## src/rtl/perm_pkg.sv

```systemverilog
// Shared types and the permission decode for the word permission checker.
// Assumes 2-bit permission codes and 2-bit access kinds.
package perm_pkg;

    localparam int CODE_W = 2;

    typedef enum logic [1:0] {
        ACC_LOAD  = 2'b00,
        ACC_STORE = 2'b01,
        ACC_FETCH = 2'b10,
        ACC_RSVD  = 2'b11
    } acc_kind_e;

    typedef enum logic [1:0] {
        PC_NONE  = 2'b00,
        PC_RO    = 2'b01,
        PC_RW    = 2'b10,
        PC_XR    = 2'b11
    } perm_code_e;

    typedef enum logic [2:0] {
        S_IDLE  = 3'd0,
        S_CHECK = 3'd1,
        S_MREQ  = 3'd2,
        S_MWAIT = 3'd3,
        S_RESP  = 3'd4
    } seq_state_e;

    // Decide whether one permission code admits one access kind.
    function automatic logic code_allows(input logic [1:0] code, input logic [1:0] kind);
        logic ok;
        ok = 1'b0;
        case (acc_kind_e'(kind))
            ACC_LOAD:  ok = (perm_code_e'(code) != PC_NONE);
            ACC_STORE: ok = (perm_code_e'(code) == PC_RW);
            ACC_FETCH: ok = (perm_code_e'(code) == PC_XR);
            default:   ok = 1'b0;
        endcase
        return ok;
    endfunction

endpackage

```

## src/rtl/perm_ctrl_regs.sv

```systemverilog
// Control registers: table base address and active domain number.
// Any write, or a flush pulse, raises a one-cycle cache invalidate.
// Assumes the table base is word aligned; the low two bits are forced to zero.
module perm_ctrl_regs #(
    parameter int ADDR_W = 32,
    parameter int DOM_W  = 16
) (
    input  logic              clk,
    input  logic              rst_n,
    input  logic              cfg_wr_en,
    input  logic              cfg_sel,
    input  logic [ADDR_W-1:0] cfg_wdata,
    input  logic              flush,
    output logic [ADDR_W-1:0] base_q,
    output logic [DOM_W-1:0]  dom_q,
    output logic              inval
);

    // Register updates for the base and domain registers.
    always_ff @(posedge clk) begin
        if (!rst_n) begin
            base_q <= '0;
            dom_q  <= '0;
        end else if (cfg_wr_en) begin
            if (cfg_sel) dom_q  <= cfg_wdata[DOM_W-1:0];
            else         base_q <= {cfg_wdata[ADDR_W-1:2], 2'b00};
        end
    end

    // Invalidate request for the cache in the same cycle as the write or flush.
    always_comb begin
        inval = cfg_wr_en | flush;
    end

endmodule

```

## src/rtl/perm_tag_store.sv

```systemverilog
// Fully associative store of permission lines tagged by domain and line address.
// Fills go to a round-robin slot. An invalidate wins over a fill in the same cycle.
// Assumes the sequencer never fills a line that already hits.
module perm_tag_store #(
    parameter int ENTRIES = 8,
    parameter int DOM_W   = 16,
    parameter int LINE_W  = 26,
    parameter int DATA_W  = 32
) (
    input  logic               clk,
    input  logic               rst_n,
    input  logic [DOM_W-1:0]   lk_dom,
    input  logic [LINE_W-1:0]  lk_line,
    input  logic               fill_en,
    input  logic [DOM_W-1:0]   fill_dom,
    input  logic [LINE_W-1:0]  fill_line,
    input  logic [DATA_W-1:0]  fill_data,
    input  logic               inval,
    output logic               hit,
    output logic [DATA_W-1:0]  hit_data,
    output logic [ENTRIES-1:0] hit_vec,
    output logic [ENTRIES-1:0] valid_vec
);

    localparam int PTR_W = (ENTRIES > 1) ? $clog2(ENTRIES) : 1;
    localparam logic [PTR_W-1:0] LAST = PTR_W'(ENTRIES - 1);

    logic [DOM_W-1:0]  tag_dom  [ENTRIES];
    logic [LINE_W-1:0] tag_line [ENTRIES];
    logic [DATA_W-1:0] line_dat [ENTRIES];
    logic [PTR_W-1:0]  rr_ptr;

    genvar gi;
    generate
        for (gi = 0; gi < ENTRIES; gi++) begin : g_slot
            // Tag comparison for one slot.
            always_comb begin
                hit_vec[gi] = valid_vec[gi] && (tag_dom[gi] == lk_dom) && (tag_line[gi] == lk_line);
            end

            // Slot state: cleared on invalidate, written when chosen for a fill.
            always_ff @(posedge clk) begin
                if (!rst_n) begin
                    valid_vec[gi] <= 1'b0;
                    tag_dom[gi]   <= '0;
                    tag_line[gi]  <= '0;
                    line_dat[gi]  <= '0;
                end else if (inval) begin
                    valid_vec[gi] <= 1'b0;
                end else if (fill_en && (rr_ptr == PTR_W'(gi))) begin
                    valid_vec[gi] <= 1'b1;
                    tag_dom[gi]   <= fill_dom;
                    tag_line[gi]  <= fill_line;
                    line_dat[gi]  <= fill_data;
                end
            end
        end
    endgenerate

    // Merge of the matching slot's data.
    always_comb begin
        hit      = |hit_vec;
        hit_data = '0;
        for (int i = 0; i < ENTRIES; i++) begin
            if (hit_vec[i]) hit_data = hit_data | line_dat[i];
        end
    end

    // Round-robin victim pointer: restarts at slot 0 when the cache is emptied.
    always_ff @(posedge clk) begin
        if (!rst_n || inval) begin
            rr_ptr <= '0;
        end else if (fill_en) begin
            rr_ptr <= (rr_ptr == LAST) ? '0 : rr_ptr + 1'b1;
        end
    end

endmodule

```

## src/rtl/perm_seq.sv

```systemverilog
// Request sequencer: accepts one access, looks it up, fetches a table line on a miss,
// retries, and holds the verdict until it is taken.
// Assumes one outstanding memory read and that memory answers every accepted read.
module perm_seq
    import perm_pkg::*;
#(
    parameter int ADDR_W = 32,
    parameter int DOM_W  = 16,
    parameter int DATA_W = 32,
    parameter int OFS_W  = 6,
    parameter int LINE_W = ADDR_W - OFS_W
) (
    input  logic              clk,
    input  logic              rst_n,
    input  logic              req_valid,
    output logic              req_ready,
    input  logic [ADDR_W-1:0] req_addr,
    input  logic [1:0]        req_kind,
    input  logic [ADDR_W-1:0] base_q,
    input  logic [DOM_W-1:0]  dom_q,
    input  logic              inval,
    input  logic              hit,
    input  logic [DATA_W-1:0] hit_data,
    output logic [LINE_W-1:0] cur_line,
    output logic              fill_en,
    output logic              mem_req_valid,
    input  logic              mem_req_ready,
    output logic [ADDR_W-1:0] mem_req_addr,
    input  logic              mem_rsp_valid,
    output logic              vrd_valid,
    input  logic              vrd_ready,
    output logic              vrd_allow,
    output logic [ADDR_W-1:0] vrd_addr,
    output logic [1:0]        vrd_kind,
    output logic              vrd_kernel
);

    localparam int SEL_W = OFS_W - 2;

    seq_state_e        state_q, state_d;
    logic [ADDR_W-1:0] addr_q;
    logic [1:0]        kind_q;
    logic              stale_q;
    logic              allow_q;
    logic              kernel_q;
    logic [SEL_W-1:0]  word_sel;
    logic [1:0]        code;
    logic              bypass;

    // Decode of the held request.
    always_comb begin
        cur_line = addr_q[ADDR_W-1:OFS_W];
        word_sel = addr_q[OFS_W-1:2];
        code     = 2'(hit_data >> {word_sel, 1'b0});
        bypass   = (dom_q == '0);
    end

    // Next-state selection.
    always_comb begin
        state_d = state_q;
        case (state_q)
            S_IDLE:  if (req_valid) state_d = S_CHECK;
            S_CHECK: state_d = (bypass || hit) ? S_RESP : S_MREQ;
            S_MREQ:  if (mem_req_ready) state_d = S_MWAIT;
            S_MWAIT: if (mem_rsp_valid) state_d = S_CHECK;
            S_RESP:  if (vrd_ready) state_d = S_IDLE;
            default: state_d = S_IDLE;
        endcase
    end

    // State register.
    always_ff @(posedge clk) begin
        if (!rst_n) state_q <= S_IDLE;
        else        state_q <= state_d;
    end

    // Capture of the accepted request.
    always_ff @(posedge clk) begin
        if (!rst_n) begin
            addr_q <= '0;
            kind_q <= '0;
        end else if (state_q == S_IDLE && req_valid) begin
            addr_q <= req_addr;
            kind_q <= req_kind;
        end
    end

    // Marks a read whose data must not be installed because the cache was emptied.
    always_ff @(posedge clk) begin
        if (!rst_n) begin
            stale_q <= 1'b0;
        end else if (state_q == S_MWAIT && mem_rsp_valid) begin
            stale_q <= 1'b0;
        end else if (inval && (state_q == S_MREQ || state_q == S_MWAIT)) begin
            stale_q <= 1'b1;
        end
    end

    // Verdict capture at the end of a successful lookup.
    always_ff @(posedge clk) begin
        if (!rst_n) begin
            allow_q  <= 1'b0;
            kernel_q <= 1'b0;
        end else if (state_q == S_CHECK && (bypass || hit)) begin
            allow_q  <= bypass ? 1'b1 : code_allows(code, kind_q);
            kernel_q <= ~dom_q[DOM_W-1];
        end
    end

    // Handshake and memory outputs.
    always_comb begin
        req_ready     = (state_q == S_IDLE);
        mem_req_valid = (state_q == S_MREQ);
        mem_req_addr  = base_q + {{(ADDR_W-LINE_W-2){1'b0}}, cur_line, 2'b00};
        fill_en       = (state_q == S_MWAIT) && mem_rsp_valid && !stale_q && !inval;
        vrd_valid     = (state_q == S_RESP);
        vrd_allow     = allow_q;
        vrd_addr      = addr_q;
        vrd_kind      = kind_q;
        vrd_kernel    = kernel_q;
    end

endmodule

```

## src/rtl/perm_guard.sv

```systemverilog
// Top level of the word permission checker: control registers, tag store and
// request sequencer. Assumes a 32-bit table read holds the codes of 16 words.
module perm_guard #(
    parameter int ADDR_W  = 32,
    parameter int DOM_W   = 16,
    parameter int DATA_W  = 32,
    parameter int ENTRIES = 8
) (
    input  logic              clk,
    input  logic              rst_n,
    input  logic              req_valid,
    output logic              req_ready,
    input  logic [ADDR_W-1:0] req_addr,
    input  logic [1:0]        req_kind,
    input  logic              cfg_wr_en,
    input  logic              cfg_sel,
    input  logic [ADDR_W-1:0] cfg_wdata,
    input  logic              flush,
    output logic              mem_req_valid,
    input  logic              mem_req_ready,
    output logic [ADDR_W-1:0] mem_req_addr,
    input  logic              mem_rsp_valid,
    input  logic [DATA_W-1:0] mem_rsp_data,
    output logic              vrd_valid,
    input  logic              vrd_ready,
    output logic              vrd_allow,
    output logic [ADDR_W-1:0] vrd_addr,
    output logic [1:0]        vrd_kind,
    output logic              vrd_kernel
);

    localparam int WORDS_PER_LINE = DATA_W / perm_pkg::CODE_W;
    localparam int OFS_W          = $clog2(WORDS_PER_LINE) + 2;
    localparam int LINE_W         = ADDR_W - OFS_W;

    logic [ADDR_W-1:0]  base_q;
    logic [DOM_W-1:0]   dom_q;
    logic               inval;
    logic               hit;
    logic [DATA_W-1:0]  hit_data;
    logic [ENTRIES-1:0] hit_vec;
    logic [ENTRIES-1:0] valid_vec;
    logic [LINE_W-1:0]  cur_line;
    logic               fill_en;

    perm_ctrl_regs #(.ADDR_W(ADDR_W), .DOM_W(DOM_W)) u_regs (
        .clk(clk), .rst_n(rst_n), .cfg_wr_en(cfg_wr_en), .cfg_sel(cfg_sel),
        .cfg_wdata(cfg_wdata), .flush(flush), .base_q(base_q), .dom_q(dom_q),
        .inval(inval)
    );

    perm_tag_store #(.ENTRIES(ENTRIES), .DOM_W(DOM_W), .LINE_W(LINE_W), .DATA_W(DATA_W)) u_tags (
        .clk(clk), .rst_n(rst_n), .lk_dom(dom_q), .lk_line(cur_line),
        .fill_en(fill_en), .fill_dom(dom_q), .fill_line(cur_line),
        .fill_data(mem_rsp_data), .inval(inval), .hit(hit), .hit_data(hit_data),
        .hit_vec(hit_vec), .valid_vec(valid_vec)
    );

    perm_seq #(.ADDR_W(ADDR_W), .DOM_W(DOM_W), .DATA_W(DATA_W), .OFS_W(OFS_W), .LINE_W(LINE_W)) u_seq (
        .clk(clk), .rst_n(rst_n), .req_valid(req_valid), .req_ready(req_ready),
        .req_addr(req_addr), .req_kind(req_kind), .base_q(base_q), .dom_q(dom_q),
        .inval(inval), .hit(hit), .hit_data(hit_data), .cur_line(cur_line),
        .fill_en(fill_en), .mem_req_valid(mem_req_valid), .mem_req_ready(mem_req_ready),
        .mem_req_addr(mem_req_addr), .mem_rsp_valid(mem_rsp_valid),
        .vrd_valid(vrd_valid), .vrd_ready(vrd_ready), .vrd_allow(vrd_allow),
        .vrd_addr(vrd_addr), .vrd_kind(vrd_kind), .vrd_kernel(vrd_kernel)
    );

endmodule

```

## config.mk

```make
export PLATFORM = sky130hd
export DESIGN_NAME = perm_guard
export DESIGN_NICKNAME = d
export VERILOG_FILES = /design/src/rtl/perm_pkg.sv /design/src/rtl/perm_ctrl_regs.sv /design/src/rtl/perm_tag_store.sv /design/src/rtl/perm_seq.sv /design/src/rtl/perm_guard.sv
export SDC_FILE = /design/constraint.sdc
export NUM_CORES = 2
export LEC_CHECK = 0
export ABC_AREA = 1
export BUFFER_PORTS_ARGS = -buffer_cell sky130_fd_sc_hd__buf_2
export CAP_MARGIN = 20
export CORE_ASPECT_RATIO = 1.5
export CORE_MARGIN = 2
export CORE_UTILIZATION = 39
export DETAILED_ROUTE_END_ITERATION = 10
export MAX_ROUTING_LAYER = met4
export PLACE_DENSITY_LB_ADDON = 0.15
export SKIP_CTS_REPAIR_TIMING = 1
export SYNTH_ARGS = -nofsm -noshare
export SYNTH_HDL_FRONTEND = slang
export SYNTH_SLANG_ARGS = --single-unit
```

## constraint.sdc

```tcl
create_clock -name clk -period 9.6 [get_ports clk]
set_clock_uncertainty 0.15 [all_clocks]
set_input_delay 1.44 -clock clk [delete_from_list [all_inputs] [get_ports clk]]
set_output_delay 1.44 -clock clk [all_outputs]
set_load 0.03 [all_outputs]
```

==> metrics <==
run status=finished, final reports clean; Slew HR=22.7%; Fmax=between 150 and 200 MHz; vias in the first global route=around 26,000; share of cells above drive strength 1=between 10% and 20%; initial antenna violation count=1; Final Hold Viols=0; kind of critical path=reg2out; net switching fraction of the power=~34%; worst path cell trace=inv_2, fa_1, o21ai_1, a21oi_1, o21ai_1, a21boi_0, o21ai_1, a21boi_2, o21ai_1, a21oi_1, o21ai_1, nand3_1, nand2_1, xor2_1, buf_2; TritonCTS clock tree=done; Die H=between 300 and 400 um; Max Slew Vio Count=0; Mapped Area=33,900 um^2; Net Switching=2850 uW; Post-synth EDFFs=~600; Routed WL=125,000 um; antenna cell count=0; final antenna-violating net count=0; die span in x=about 240 um; Async SR Flop Fraction=0%; Slew @ Worst Pin=1.16 ns; FF/Latch Area=19,700 um^2; Setup crit start kind=flop; cells after synthesis=3,862; dpl hpwl=just under 80,000 um; Fillers=8,620; Avg WL per Cell=between 20 and 25 um; RSZ-0062 raised after global routing=no; Global Route Usage Sum=28.8%; Setup TNS Final=0 ns; combinational power share=a little over a fifth; H-tree Lvls=3; CP max FO=20; clock sinks=slightly below 700; core area=86,200 um^2; LEAKAGE=0.0159 uW; DP Worst Slack=3.87 ns; hold crit path type=reg2reg; Synth Register Bits=slightly below 700; Max Cap Violations=0; cell row count=132; crit path capture type=primary output; final setup margin=3.12 ns; CTS clock-pin slew for the worst setup and hold paths=0.06 ns; final setup fails=0; Final #Nets=4,090; Power Internal=approximately 5400 uW; drt via density=5.27; share of power burned in registers=44.0%; Crit path top cell by count=o21ai_1; Worst EP arrival=between 4 and 5 ns; Ys Warns=0; Worst path slowest cell=dfxtp_1; Starting Density=39.4%; GRT Residual Overflow=0; Area Overhead vs Synth=11.6%; DR vias=27,100; DRT iter0 DRCs=2,427; Final Instance Area=37,900 um^2; Req. time, crit path=about 8 ns; die area=89,400 um^2; worst vdd ir=0.129 mV; post-synth cell types=between 40 and 50; Tmin final=approximately 6.5 ns; Cell Area, Placed=35,500 um^2; CTS root buf=clkbuf_16; pwr dens=roughly 220 nW/um^2; largest net degree at the start of global routing=75; clock network fraction of design power=~34%; multi-input logic area=11,900 um^2; Clock Latency Late Sink=0.65 ns; fin crit share=67.5%; gpl congestion=about 0.94; Final Hold Slack=0.312 ns; port bufs=175; Max stage delay on crit path=between 0.6 and 0.7 ns; Ports=178; Syn Area/Cell=8.79 um^2; CTS Buf Count=73; DRC Markers=0; Initial DRT Pass Iterations=5; worst-case clock buffer depth=3; post-synthesis sequential area ratio=between 50% and 60%; Primary FF master, synth=edfxtp_1; first-pass GRT wire length=179,000 um
## power by group through the flow
| stage | Sequential [uW] | Combinational [uW] | Clock (uW) |
|---|---|---|---|
| global route | 3650 | 1960 | 2950 |
| finish | 3640 | 1820 | 2820 |
| floorplan | 3630 | 1160 | 0 |
| global placement | 3690 | 1820 | 0 |
| detailed placement | 3700 | 1820 | 0 |
| CTS | 3640 | 1830 | 2840 |
## layout by cell type, fill, tap and decap left out, types with 3 or more instances in the layout
cell / netlist / routed
or2_4: 0 / 6
clkinv_1: 2 / 16
nand4_1: 16 / 16
xnor2_1: 69 / 69
xor2_1: 22 / 22
buf_2: 43 / 174
nand2_1: 852 / 842
o21ai_0: 175 / 175
or2_1: 3 / 3
inv_2: 40 / 40
a21oi_1: 93 / 93
clkinv_2: 1 / 17
or2_2: 26 / 20
clkbuf_16: 0 / 73
edfxtp_1: 592 / 592
a211oi_1: 5 / 5
a31oi_1: 4 / 4
clkbuf_1: 79 / 16
nor2_2: 7 / 6
buf_4: 34 / 53
dfxtp_1: 97 / 97
a21boi_0: 3 / 3
inv_6: 0 / 5
nand3_1: 272 / 271
nor4_1: 3 / 3
o21ai_1: 31 / 31
nand2_4: 0 / 10
inv_1: 286 / 286
ha_1: 35 / 35
nand2_2: 8 / 8
nor2_1: 943 / 941
bufinv_16: 0 / 5
nand3b_1: 14 / 14
nor3_1: 18 / 18
nor2_4: 6 / 9
## registers in the layout (all words and copies together) (netlist names), 2 cells and up
register	count
u_tags.valid_vec	8
u_regs.base_q	30
u_tags.rr_ptr	3
u_tags.line_dat	256
u_tags.tag_dom	128
u_tags.tag_line	208
u_regs.dom_q	16
u_seq.state_q	3
u_seq.vrd_kind	2
u_seq.vrd_addr	32
## Yosys cell counts (35+ instances only)
cell,instances,area (um^2)
nor2_1,943,3540
nand2_1,852,3200
edfxtp_1,592,17800
inv_1,286,1070
nand3_1,272,1360
o21ai_0,175,876
dfxtp_1,97,1940
a21oi_1,93,465
clkbuf_1,79,297
xnor2_1,69,604
buf_2,43,215
inv_2,40,150
ha_1,35,438
## routing by layer
metal / part of all wire (%) / wire [um] / vias to the layer above / GRT usage (%)
li1: - / - / 12700 / -
met1: 37 / 46500 / 13100 / 31.7
met2: 51 / 63800 / 1062 / 50.6
met3: 5.7 / 7190 / 293 / 3.04
met4: 6.3 / 7910 / 0 / 16.4
met5: 0 / 0 / - / -
## worst paths after layout
kind	from	end	slack (ns)	depth (start not counted)
worst max-delay path	u_seq.vrd_addr[7]$_SDFFE_PN0P_	mem_req_addr[28]	3.12	15
worst min-delay path	u_seq.vrd_addr[1]$_SDFFE_PN0P_	u_seq.vrd_addr[1]$_SDFFE_PN0P_	0.31	2
worst max register to register	u_seq.vrd_addr[11]$_SDFFE_PN0P_	u_seq.vrd_allow$_SDFFE_PN0P_	4.76	24
worst min register to register	u_seq.vrd_addr[1]$_SDFFE_PN0P_	u_seq.vrd_addr[1]$_SDFFE_PN0P_	0.31	2
## metrics by stage
step	cells	total power, uW	util, %
3_5_place_dp	5010	5520	41.2
6_report	5146	8280	43.9
4_1_cts	5145	8310	43.9
5_1_grt	5146	8560	43.9
2_1_floorplan	3863	4790	-
3_3_place_gp	5010	5510	41.2
## cell type report
| type | count | share of cell area (%) |
|---|---|---|
| Clock inverter | 44 | 0.992 |
| Inverter | 329 | 3.27 |
| Tap cell | 1139 | 3.76 |
| Timing Repair Buffer | 228 | 3.42 |
| Clock buffer | 91 | 5.06 |
| Sequential cell | 689 | 52.1 |
| Multi-Input combinational cell | 2626 | 31.4 |
## worst max-delay path: cells and delay by family, from the launching register on
kind	cells	cell delay (ns)
DFF	1	0.63
and+or+nand+nor	2	0.21
AOI/OAI and AO/OA	9	2.18
adders and majority gates	1	0.53
xor gates and xnor gates	1	0.14
buffers and inverters	2	0.53
## logic make-up (layout without fill, tap and decap cells)
| kind of cell | count (synthesis) | after routing | share of synthesized area [%] |
|---|---|---|---|
| other | 1 | 2 | 0.0111 |
| AND/OR/NAND/NOR | 2175 | 2175 | 26.0 |
| flip-flops | 689 | 689 | 58.1 |
| adder cells (fa/ha/maj) | 36 | 36 | 1.35 |
| XOR/XNOR | 91 | 91 | 2.35 |
| AO/OA/AOI/OAI | 322 | 322 | 4.93 |
| buffers and inverters | 548 | 692 | 7.23 |
Power figures use the tool's default switching activity.
